--- config.mk ---
export PLATFORM = sky130hd
export DESIGN_NAME = cbr_test_ctrl
export DESIGN_NICKNAME = d
export VERILOG_FILES = /design/src/rtl/cbr_test_pkg.sv /design/src/rtl/cbr_edge.sv /design/src/rtl/cbr_refcnt.sv /design/src/rtl/cbr_array.sv /design/src/rtl/cbr_test_ctrl.sv
export SDC_FILE = /design/constraint.sdc
export NUM_CORES = 1
export LEC_CHECK = 0
export ABC_AREA = 0
export CORE_ASPECT_RATIO = 1.5
export CORE_MARGIN = 3
export CORE_UTILIZATION = 40
export DETAILED_ROUTE_END_ITERATION = 8
export GPL_TIMING_DRIVEN = 0
export PLACE_DENSITY = 0.56
export RECOVER_POWER = 100
export SLEW_MARGIN = 10
export SYNTH_ARGS = -nofsm -noshare
export SYNTH_HDL_FRONTEND = slang
export SYNTH_SLANG_ARGS = --single-unit
export TNS_END_PERCENT = 20
--- constraint.sdc ---
create_clock -name clk -period 9.38 [get_ports clk]
set_input_delay 1.876 -clock clk [delete_from_list [all_inputs] [get_ports clk]]
set_output_delay 1.876 -clock clk [all_outputs]
set_load 0.005 [all_outputs]
--- src/rtl/cbr_test_pkg.sv ---
// Package: shared state encoding for the refresh-counter test controller.
// Assumes nothing beyond IEEE 1800-2017 enums.
package cbr_test_pkg;

    // Controller phases within one row-strobe period
    typedef enum logic [2:0] {
        ST_IDLE  = 3'd0,   // row strobe high, nothing open
        ST_RONLY = 3'd1,   // row-only cycle in progress
        ST_CBR   = 3'd2,   // refresh decoded, column strobe still low
        ST_GAP   = 3'd3,   // column strobe high after refresh
        ST_TEST  = 3'd4    // test access open
    } cbr_state_t;

endpackage

--- src/rtl/cbr_edge.sv ---
// Module: cbr_edge
// Registers N active-low strobes and reports falling and rising edges.
// Assumes strobes are already synchronous to clk; reset value is inactive (1).
module cbr_edge #(
    parameter int N = 3
) (
    input  logic         clk,
    input  logic         rst_n,
    input  logic [N-1:0] sig,
    output logic [N-1:0] prev,
    output logic [N-1:0] fell,
    output logic [N-1:0] rose
);

    // Keep last sampled level of each strobe
    always_ff @(posedge clk) begin
        if (!rst_n) prev <= '1;
        else        prev <= sig;
    end

    // Edge flags per strobe
    genvar gi;
    generate
        for (gi = 0; gi < N; gi++) begin : g_edge
            assign fell[gi] = prev[gi] & ~sig[gi];
            assign rose[gi] = ~prev[gi] & sig[gi];
        end
    endgenerate

endmodule

--- src/rtl/cbr_refcnt.sv ---
// Module: cbr_refcnt
// Internal refresh row counter; loadable, increments modulo 2**W.
// Assumes load and inc are never requested in the same cycle.
module cbr_refcnt #(
    parameter int W = 10
) (
    input  logic         clk,
    input  logic         rst_n,
    input  logic         load,
    input  logic         inc,
    input  logic [W-1:0] d,
    output logic [W-1:0] q
);

    // Counter register: load wins, else step by one with natural wrap
    always_ff @(posedge clk) begin
        if (!rst_n)    q <= '0;
        else if (load) q <= d;
        else if (inc)  q <= q + 1'b1;
    end

endmodule

--- src/rtl/cbr_array.sv ---
// Module: cbr_array
// Small behavioural storage: one write port, combinational read port.
// Assumes index widths are small; contents are not reset.
module cbr_array #(
    parameter int RW = 5,
    parameter int CW = 3,
    parameter int DW = 4
) (
    input  logic          clk,
    input  logic          we,
    input  logic [RW-1:0] row,
    input  logic [CW-1:0] col,
    input  logic [DW-1:0] wd,
    output logic [DW-1:0] rd
);

    localparam int DEPTH = 1 << (RW + CW);

    logic [DW-1:0] mem [DEPTH];

    // Write the addressed word
    always_ff @(posedge clk) begin
        if (we) mem[{row, col}] <= wd;
    end

    // Read the addressed word
    assign rd = mem[{row, col}];

endmodule

--- src/rtl/cbr_test_ctrl.sv ---
// Module: cbr_test_ctrl
// Decodes refresh and row-only cycles from sampled strobes, keeps the refresh
// row counter, and opens test accesses whose row is the counter value.
// Assumes strobes are synchronous to clk; timing parameters are not modelled.
module cbr_test_ctrl
    import cbr_test_pkg::*;
#(
    parameter int ADDR_W    = 10,
    parameter int DQ_W      = 4,
    parameter int ARR_ROW_W = 5,
    parameter int ARR_COL_W = 3
) (
    input  logic              clk,
    input  logic              rst_n,
    input  logic              ras_n,
    input  logic              cas_n,
    input  logic              we_n,
    input  logic              oe_n,
    input  logic [ADDR_W-1:0] addr,
    input  logic [DQ_W-1:0]   dq_in,
    output logic [DQ_W-1:0]   dq_out,
    output logic              dq_oe
);

    localparam int I_RAS = 2;
    localparam int I_CAS = 1;
    localparam int I_WE  = 0;

    cbr_state_t        st, st_nx;
    logic [2:0]        stb_prev, stb_fell, stb_rose;
    logic [ADDR_W-1:0] rf_row;
    logic [ADDR_W-1:0] col_q;
    logic              acc_wr;
    logic              cnt_load, cnt_inc;
    logic              mem_we;
    logic [ADDR_W-1:0] mem_col;
    logic              in_cbr;

    cbr_edge #(.N(3)) u_edge (
        .clk  (clk),
        .rst_n(rst_n),
        .sig  ({ras_n, cas_n, we_n}),
        .prev (stb_prev),
        .fell (stb_fell),
        .rose (stb_rose)
    );

    cbr_refcnt #(.W(ADDR_W)) u_cnt (
        .clk  (clk),
        .rst_n(rst_n),
        .load (cnt_load),
        .inc  (cnt_inc),
        .d    (addr),
        .q    (rf_row)
    );

    cbr_array #(.RW(ARR_ROW_W), .CW(ARR_COL_W), .DW(DQ_W)) u_arr (
        .clk(clk),
        .we (mem_we),
        .row(rf_row[ARR_ROW_W-1:0]),
        .col(mem_col[ARR_COL_W-1:0]),
        .wd (dq_in),
        .rd (dq_out)
    );

    // Refresh-family states that advance the counter when the cycle closes
    assign in_cbr = (st == ST_CBR) || (st == ST_GAP) || (st == ST_TEST);

    // Column comes from the pins on the opening edge, from the latch afterwards
    assign mem_col = (st == ST_TEST) ? col_q : addr;

    // Next-state, counter and write decisions
    always_comb begin
        st_nx    = st;
        cnt_load = 1'b0;
        cnt_inc  = 1'b0;
        mem_we   = 1'b0;
        if (stb_rose[I_RAS]) begin
            st_nx   = ST_IDLE;
            cnt_inc = in_cbr;
        end else begin
            case (st)
                ST_IDLE: begin
                    if (stb_fell[I_RAS]) begin
                        if (!stb_prev[I_CAS]) begin
                            st_nx = ST_CBR;
                        end else begin
                            st_nx    = ST_RONLY;
                            cnt_load = 1'b1;
                        end
                    end
                end
                ST_CBR: begin
                    if (stb_rose[I_CAS]) st_nx = ST_GAP;
                end
                ST_GAP: begin
                    if (stb_fell[I_CAS]) begin
                        st_nx  = ST_TEST;
                        mem_we = ~we_n;
                    end
                end
                ST_TEST: begin
                    if (stb_rose[I_CAS])                  st_nx  = ST_GAP;
                    else if (stb_fell[I_WE] && !acc_wr) mem_we = 1'b1;
                end
                default: st_nx = st;
            endcase
        end
    end

    // State register
    always_ff @(posedge clk) begin
        if (!rst_n) st <= ST_IDLE;
        else        st <= st_nx;
    end

    // Latch the column and the write/read kind when an access opens
    always_ff @(posedge clk) begin
        if (!rst_n) begin
            col_q  <= '0;
            acc_wr <= 1'b0;
        end else if (st == ST_GAP && st_nx == ST_TEST) begin
            col_q  <= addr;
            acc_wr <= ~we_n;
        end else if (st == ST_TEST && mem_we) begin
            acc_wr <= 1'b1;
        end
    end

    // Drive read data only in an open read access with output enable low
    assign dq_oe = (st == ST_TEST) && !acc_wr && !oe_n && !ras_n;

endmodule

==> results of run 1 <==
==> layer usage <==
layer  GRT usage  wire length [µm]  share of wire
met1       0.294             48700           0.35
met2       0.453             70300           0.50
met3      0.0424             10200          0.073
met4       0.172             10800          0.077
met5           0                13       0.000093
==> cell usage in the layout, fill, tap and decap left out, types with 11 or more instances in the layout <==
cell type	instances
nor2_1	279
a222oi_1	16
o21ai_0	21
buf_1	11
dfxtp_1	15
o22ai_1	144
nor3_1	33
clkbuf_16	94
nor2b_1	20
nand2_1	341
a21oi_1	170
clkinv_1	13
nor4_1	45
mux2i_1	329
clkinv_2	23
nand4_1	20
buf_2	49
o211ai_1	17
nor4b_1	17
mux2_2	51
clkbuf_1	114
edfxtp_1	1024
==> cells by family after synthesis <==
| logic type | Yosys count |
|---|---|
| AO/OA/AOI/OAI | 376 |
| multiplexers | 380 |
| adder cells (fa/ha/maj) | 1 |
| buffers and inverters | 174 |
| XOR/XNOR | 1 |
| flip-flops | 1039 |
| AND/OR/NAND/NOR | 797 |
==> where the power goes <==
part | internal (mW) | switching, mW | leakage, nW
clock | 2.12 | 1.72 | 1.46
sequential | 5.12 | 0.00598 | 9.32
combinational | 0.201 | 0.610 | 4.36
total | 7.44 | 2.34 | 15.1
==> flip-flops by register name (all words and copies together) (netlist names) <==
signal and flops:
u_arr.mem 1024, u_cnt.q 5, col_q 3, st 3, u_edge.prev 3, acc_wr 1
==> through the flow <==
| stage | setup WS [ns] | area, µm² |
|---|---|---|
| 4_1_cts | 0.298 | 46600 |
| 6_report | 0.147 | 46300 |
| 2_1_floorplan | 3.89 | 41400 |
| 3_3_place_gp | -2.08 | 43200 |
| 5_1_grt | 0.162 | 46300 |
| 3_5_place_dp | 0.301 | 43500 |
==> worst register-to-register path, stage by stage (launching register included) <==
cell      delay (ns)
dfxtp_1         0.30
buf_4           0.16
nor3b_4         0.34
mux2i_1         0.27
buf_6           0.23
clkbuf_1        0.59
clkbuf_1        0.73
clkbuf_1        0.85
nor2_1          0.28
nand2_1         0.66
clkbuf_1        1.46
nor2_1          0.45
==> worst min path at each step <==
stage	from	endpoint	slack, ns	cells past startpoint
floorplan	u_edge.prev[1]	st[1]	0.49	1
global placement	col_q[0]	col_q[0]	0.53	2
detailed placement	col_q[0]	col_q[0]	0.54	2
CTS	col_q[0]	col_q[0]	0.56	2
global route	col_q[0]	col_q[0]	0.58	2
finish	acc_wr	acc_wr	0.56	2
==> cell type report <==
class | count | area (µm²) | share of cell area
Buffer | 173 | 801 | 0.0173
Inverter | 1 | 3.75 | 0.0000811
Clock inverter | 63 | 608 | 0.0131
Sequential cell | 1039 | 31000 | 0.671
Clock buffer | 106 | 2400 | 0.0518
Tap cell | 1305 | 1630 | 0.0353
Timing Repair Buffer | 29 | 221 | 0.00479
Multi-Input combinational cell | 1555 | 9550 | 0.206
==> results.sh, run 1 <==
export IMPL_wl_mm=140
export IMPL_synthArstFlopShare=0
export IMPL_wl_per_cell_um=32.8
export IMPL_fp_row_count=143
export IMPL_antenna_cells=0
export IMPL_crit_end="dq_out[3]"
export IMPL_clockRootBuffer="clkbuf_16"
export IMPL_ys_ff_latch=1039
export IMPL_cp_max_fo=10
export IMPL_vias=25200
export IMPL_cts_sinks=1039
export IMPL_startpoint="addr[2]"
export IMPL_synth_adder_area_share=0.000302
export IMPL_start_util=0.406
export IMPL_dieWidth_um=269
export IMPL_num_nets_final=2913
export IMPL_worst_pin_slew_ns=6.27
export IMPL_cp_slowest_stage_delay_ns=1.02
export IMPL_ys_top_cells_by_area="edfxtp_1, mux2i_1, nand2_1, nor2_1, o22ai_1"
export IMPL_port_buffers=19
export IMPL_drive_gt1_frac=0.0924
export IMPL_area_delta_synth_final_pct=11.7
export IMPL_required_ns=7.50
export IMPL_dieArea_um2=108000
export IMPL_first_global_vias=25400
export IMPL_final_hold_viol_count=0
export IMPL_clk_pin_slew_worst_paths_ns=0.07
export IMPL_synth_cell_types=39
export IMPL_whs_ns=0.558
export IMPL_avgViaCountPerCell=5.91
export IMPL_ant_nets=0
export IMPL_grt_setup_unrepaired="no"
export IMPL_netlist_top_cells_count="edfxtp_1, nand2_1, mux2i_1"
export IMPL_synth_seq_area_share=0.750
export IMPL_period_share=0.984
export IMPL_synthMuxAreaShare=0.0934
export IMPL_antenna_found_initial=4
export IMPL_start_kind="input pin"
export IMPL_post_cts_buffers=0
export IMPL_ff2ff_setup_slack_ns=2.68
export IMPL_rr_worst_depth=11
export IMPL_fin_setup_tns_ns=0
export IMPL_drc=0
export IMPL_slew_viol_final=1137
export IMPL_avgSynthCellArea_um2=15.0
export IMPL_synth_compound_area_frac=0.0532
export IMPL_violations="capacitance limit, slew limit"
export IMPL_first_iter_violations=3063
export IMPL_synth_xor_area_frac=0.000211
export IMPL_reg2reg_from="st[1]"
export IMPL_place_inst=4102
export IMPL_synth_area_um2=41400
export IMPL_skew_ns=0.0250
export IMPL_cp_num_buf_inv=4
export IMPL_crit_family="buffers and inverters"
export IMPL_grt_start_max_net_pins=141
export IMPL_synth_top_family_by_area="multiplexers"
export IMPL_synthesis_nets=2789
export IMPL_coreArea_um2=102000
export IMPL_drt_first_pass_iters=5
export IMPL_io_pins=25
export IMPL_grt_pass1_wl_mm=191
export IMPL_arrival_ns=7.36
export IMPL_die_h_um=400
export IMPL_end_kind="output port"
export IMPL_min_period_ns=9.23
export IMPL_worst_setup_path_type="input pin to output port"
export IMPL_cp_slowest_cell="nor4b_1"
export IMPL_postSynthCellCount=2768
export IMPL_ir_worst_vdd_v=0.000130
export IMPL_num_fill_cells=8987
export IMPL_setup_viol=0
export IMPL_synth_ff_type="edfxtp_1"
export IMPL_cts_htree_levels=3
export IMPL_p_leak_nw=15.1
export IMPL_instances_no_fill=4271
export IMPL_post_route_util=0.454
export IMPL_dp_hpwl_mm=96.3
export IMPL_worstPathCellList="clkdlybuf4s50_1 > nor2_1 > mux2i_1 > nand2b_1 > clkbuf_1 > clkbuf_1 > o22ai_1 > nor4b_1 > a21oi_1 > nand4_1 > nand4_1 > dlygate4sd3_1"
export IMPL_r2r_end="u_arr.mem[145][0]"
export IMPL_run_status="complete, but fails checks"
export IMPL_synth_edf_count=1024
export IMPL_yosys_area_top_type="edfxtp_1"
export IMPL_cts_made_buffers=93
export IMPL_total_power_mw=9.78
export IMPL_grt_ovfl_total=0
export IMPL_maxCapViolations=20
export IMPL_cp_depth=12
export IMPL_clock_fmax_ghz=0.108
export IMPL_synth_most_common_cell="edfxtp_1"
export IMPL_clockBufferDepth=3
export IMPL_slew_headroom=-3.18
export IMPL_p_per_area_nw_per_um2=211
export IMPL_postCtsHoldBufs=0
export IMPL_yosysWarnings=0
export IMPL_synth_simple_area_share=0.0835
export IMPL_clk_latency_ns=0.70
export IMPL_hp_class="flip-flop to flip-flop"
export IMPL_place_gp_congestion=0.948
export IMPL_grt_use_total=0.260
export IMPL_synth_top_area_share=0.743
export IMPL_tritoncts="done"
export IMPL_post_cts_resized=0
No activity file was read; power rests on OpenSTA's default activity.
==> inputs of run 2 (changes only) <==
--- a/config.mk
+++ b/config.mk
@@ -8,12 +8,13 @@
 export ABC_AREA = 0
 export CORE_ASPECT_RATIO = 1.5
 export CORE_MARGIN = 3
-export CORE_UTILIZATION = 40
+export CORE_UTILIZATION = 55
 export DETAILED_ROUTE_END_ITERATION = 8
 export GPL_TIMING_DRIVEN = 0
-export PLACE_DENSITY = 0.56
+export PLACE_DENSITY = 0.72
 export RECOVER_POWER = 100
-export SLEW_MARGIN = 10
+export REMOVE_ABC_BUFFERS = 1
+export SLEW_MARGIN = 20
 export SYNTH_ARGS = -nofsm -noshare
 export SYNTH_HDL_FRONTEND = slang
 export SYNTH_SLANG_ARGS = --single-unit
==> run 2 against run 1 <==
Effect of this change:
- the flow still finishes with violations (capacitance limit, slew limit)
- routed wire length is 29% lower
- clock power down 3%
- flip-flop and latch count unchanged
- global-route usage fell by 1.0 points
- combinational power is 12% lower
==> results.sh, run 2 (same netlist as run 1, synthesis figures left out) <==
export IMPL_arrival_ns=7.03
export IMPL_ant_nets=0
export IMPL_vias=24000
export IMPL_required_ns=7.50
export IMPL_grt_start_max_net_pins=116
export IMPL_avgViaCountPerCell=6.26
export IMPL_slew_headroom=-2.57
export IMPL_dieWidth_um=230
export IMPL_die_h_um=342
export IMPL_min_period_ns=8.90
export IMPL_regMostFlops="u_arr.mem"
export IMPL_port_buffers=19
export IMPL_cp_max_fo=18
export IMPL_startpoint="addr[0]"
export IMPL_wl_per_cell_um=25.9
export IMPL_worst_setup_path_type="input pin to output port"
export IMPL_start_kind="input pin"
export IMPL_p_per_area_nw_per_um2=206
export IMPL_grt_ovfl_total=0
export IMPL_ir_worst_vdd_v=0.000182
export IMPL_fp_row_count=122
export IMPL_clk_latency_ns=0.65
export IMPL_end_kind="output port"
export IMPL_run_status="complete, but fails checks"
export IMPL_start_util=0.558
export IMPL_violations="capacitance limit, slew limit"
export IMPL_hp_class="flip-flop to flip-flop"
export IMPL_num_nets_final=2786
export IMPL_cp_slowest_stage_delay_ns=1.18
export IMPL_clockRootBuffer="clkbuf_16"
export IMPL_skew_ns=0.0220
export IMPL_cts_htree_levels=3
export IMPL_cp_slowest_cell="mux2i_2"
export IMPL_cts_sinks=1039
export IMPL_clock_fmax_ghz=0.112
export IMPL_fin_setup_tns_ns=0
export IMPL_crit_top_cell="buf_16"
export IMPL_grt_setup_unrepaired="no"
export IMPL_drive_gt1_frac=0.0951
export IMPL_largest_reg_flops=1024
export IMPL_top_regs="u_arr.mem x1024, u_cnt.q x5"
export IMPL_clk_pin_slew_worst_paths_ns=0.07
export IMPL_p_leak_nw=15.4
export IMPL_drc=0
export IMPL_place_gp_congestion=0.833
export IMPL_clockBufferDepth=3
export IMPL_wl_mm=99.3
export IMPL_total_power_mw=9.55
export IMPL_first_global_vias=24100
export IMPL_worstPathCellList="clkdlybuf4s50_1 > mux2i_2 > buf_16 > buf_16 > buf_8 > buf_16 > mux2_2 > a222oi_1 > nor4b_1 > a21oi_1 > nand4_1 > nand4_1 > clkdlybuf4s50_1"
export IMPL_hp_start="u_edge.prev[1]"
export IMPL_slew_viol_final=1044
export IMPL_mostFrequentLayoutCells="edfxtp_1, nand2_1, mux2i_1"
export IMPL_grt_pass1_wl_mm=147
export IMPL_final_hold_viol_count=0
export IMPL_coreArea_um2=74200
export IMPL_post_cts_resized=0
export IMPL_reg2reg_from="st[2]"
export IMPL_dp_hpwl_mm=61.2
export IMPL_post_cts_buffers=0
export IMPL_antenna_found_initial=2
export IMPL_worst_pin_slew_ns=5.35
export IMPL_drt_first_pass_iters=9
export IMPL_postCtsHoldBufs=0
export IMPL_period_share=0.949
export IMPL_tritoncts="done"
export IMPL_instances_no_fill=3833
export IMPL_cts_made_buffers=87
export IMPL_maxCapViolations=12
export IMPL_grt_use_total=0.250
export IMPL_place_inst=3668
export IMPL_first_iter_violations=2752
export IMPL_io_pins=25
export IMPL_final_common_cell="edfxtp_1"
export IMPL_area_delta_synth_final_pct=12.0
export IMPL_setup_viol=0
export IMPL_dieArea_um2=78700
[run 2: changes by cell type in the layout (fill, tap and decap cells not counted), moves of 5 or more]
cell        before  now
buf_6            6    0
clkinvlp_4      10    5
nand2_1        341  329
buf_4           10    0
clkbuf_1       114   26
buf_8            1   11
buf_12           0    9
clkbuf_2         7    0
buf_1           11    0
clkinv_2        23   18
buf_16           0   34
nand2_2          0   12
buf_2           49    0
[run 2: cell type report]
type | instances | area (µm²)
Inverter | 1 | 3.75
Multi-Input combinational cell | 1555 | 9670
Clock inverter | 56 | 592
Antenna cell | 2 | 5.00
Sequential cell | 1039 | 31100
Clock buffer | 107 | 2360
Tap cell | 992 | 1240
Timing Repair Buffer | 81 | 1480
Fill cell | 5198 | 27800
[run 2: per-stage QoR]
stage	cell area (µm²)	utilization	hold WS [ns]	setup WS, ns
final	46400	0.625	0.538	0.476
after global routing	46400	0.625	0.581	0.435
after CTS	46600	0.629	0.536	0.919
after detailed placement	43700	0.589	0.530	0.947
after global placement	42000	0.567	0.516	-42.19
after floorplan	40600	-	0.485	-28.50
[run 2: power by group]
group          switching, mW  internal (mW)
registers             0.0113           5.12
logic                  0.464          0.248
clock network           1.59           2.13
[run 2: metal layers]
layer,up-vias,part of all wire,GRT usage
met3,286,0.081,0.0393
met1,12000,0.37,0.320
li1,10500,-,-
met4,2,0.050,0.120
met2,1219,0.50,0.421
met5,-,0.00013,0
[run 2: critical path: cells and delay by family]
| family | cells | cell delay (ns) |
|---|---|---|
| buffers and inverters | 6 | 1.97 |
| AO/OA/AOI/OAI | 2 | 0.52 |
| multiplexers | 2 | 1.53 |
| AND/OR/NAND/NOR | 3 | 1.09 |
[run 2: path summary, 6_finish.rpt]
path | slack, ns | cells past startpoint | to
min | 0.54 | 1 | st[1]
max | 0.48 | 13 | dq_out[3]
max reg2reg | 5.03 | 6 | u_arr.mem[49][1]
min reg2reg | 0.54 | 1 | st[1]
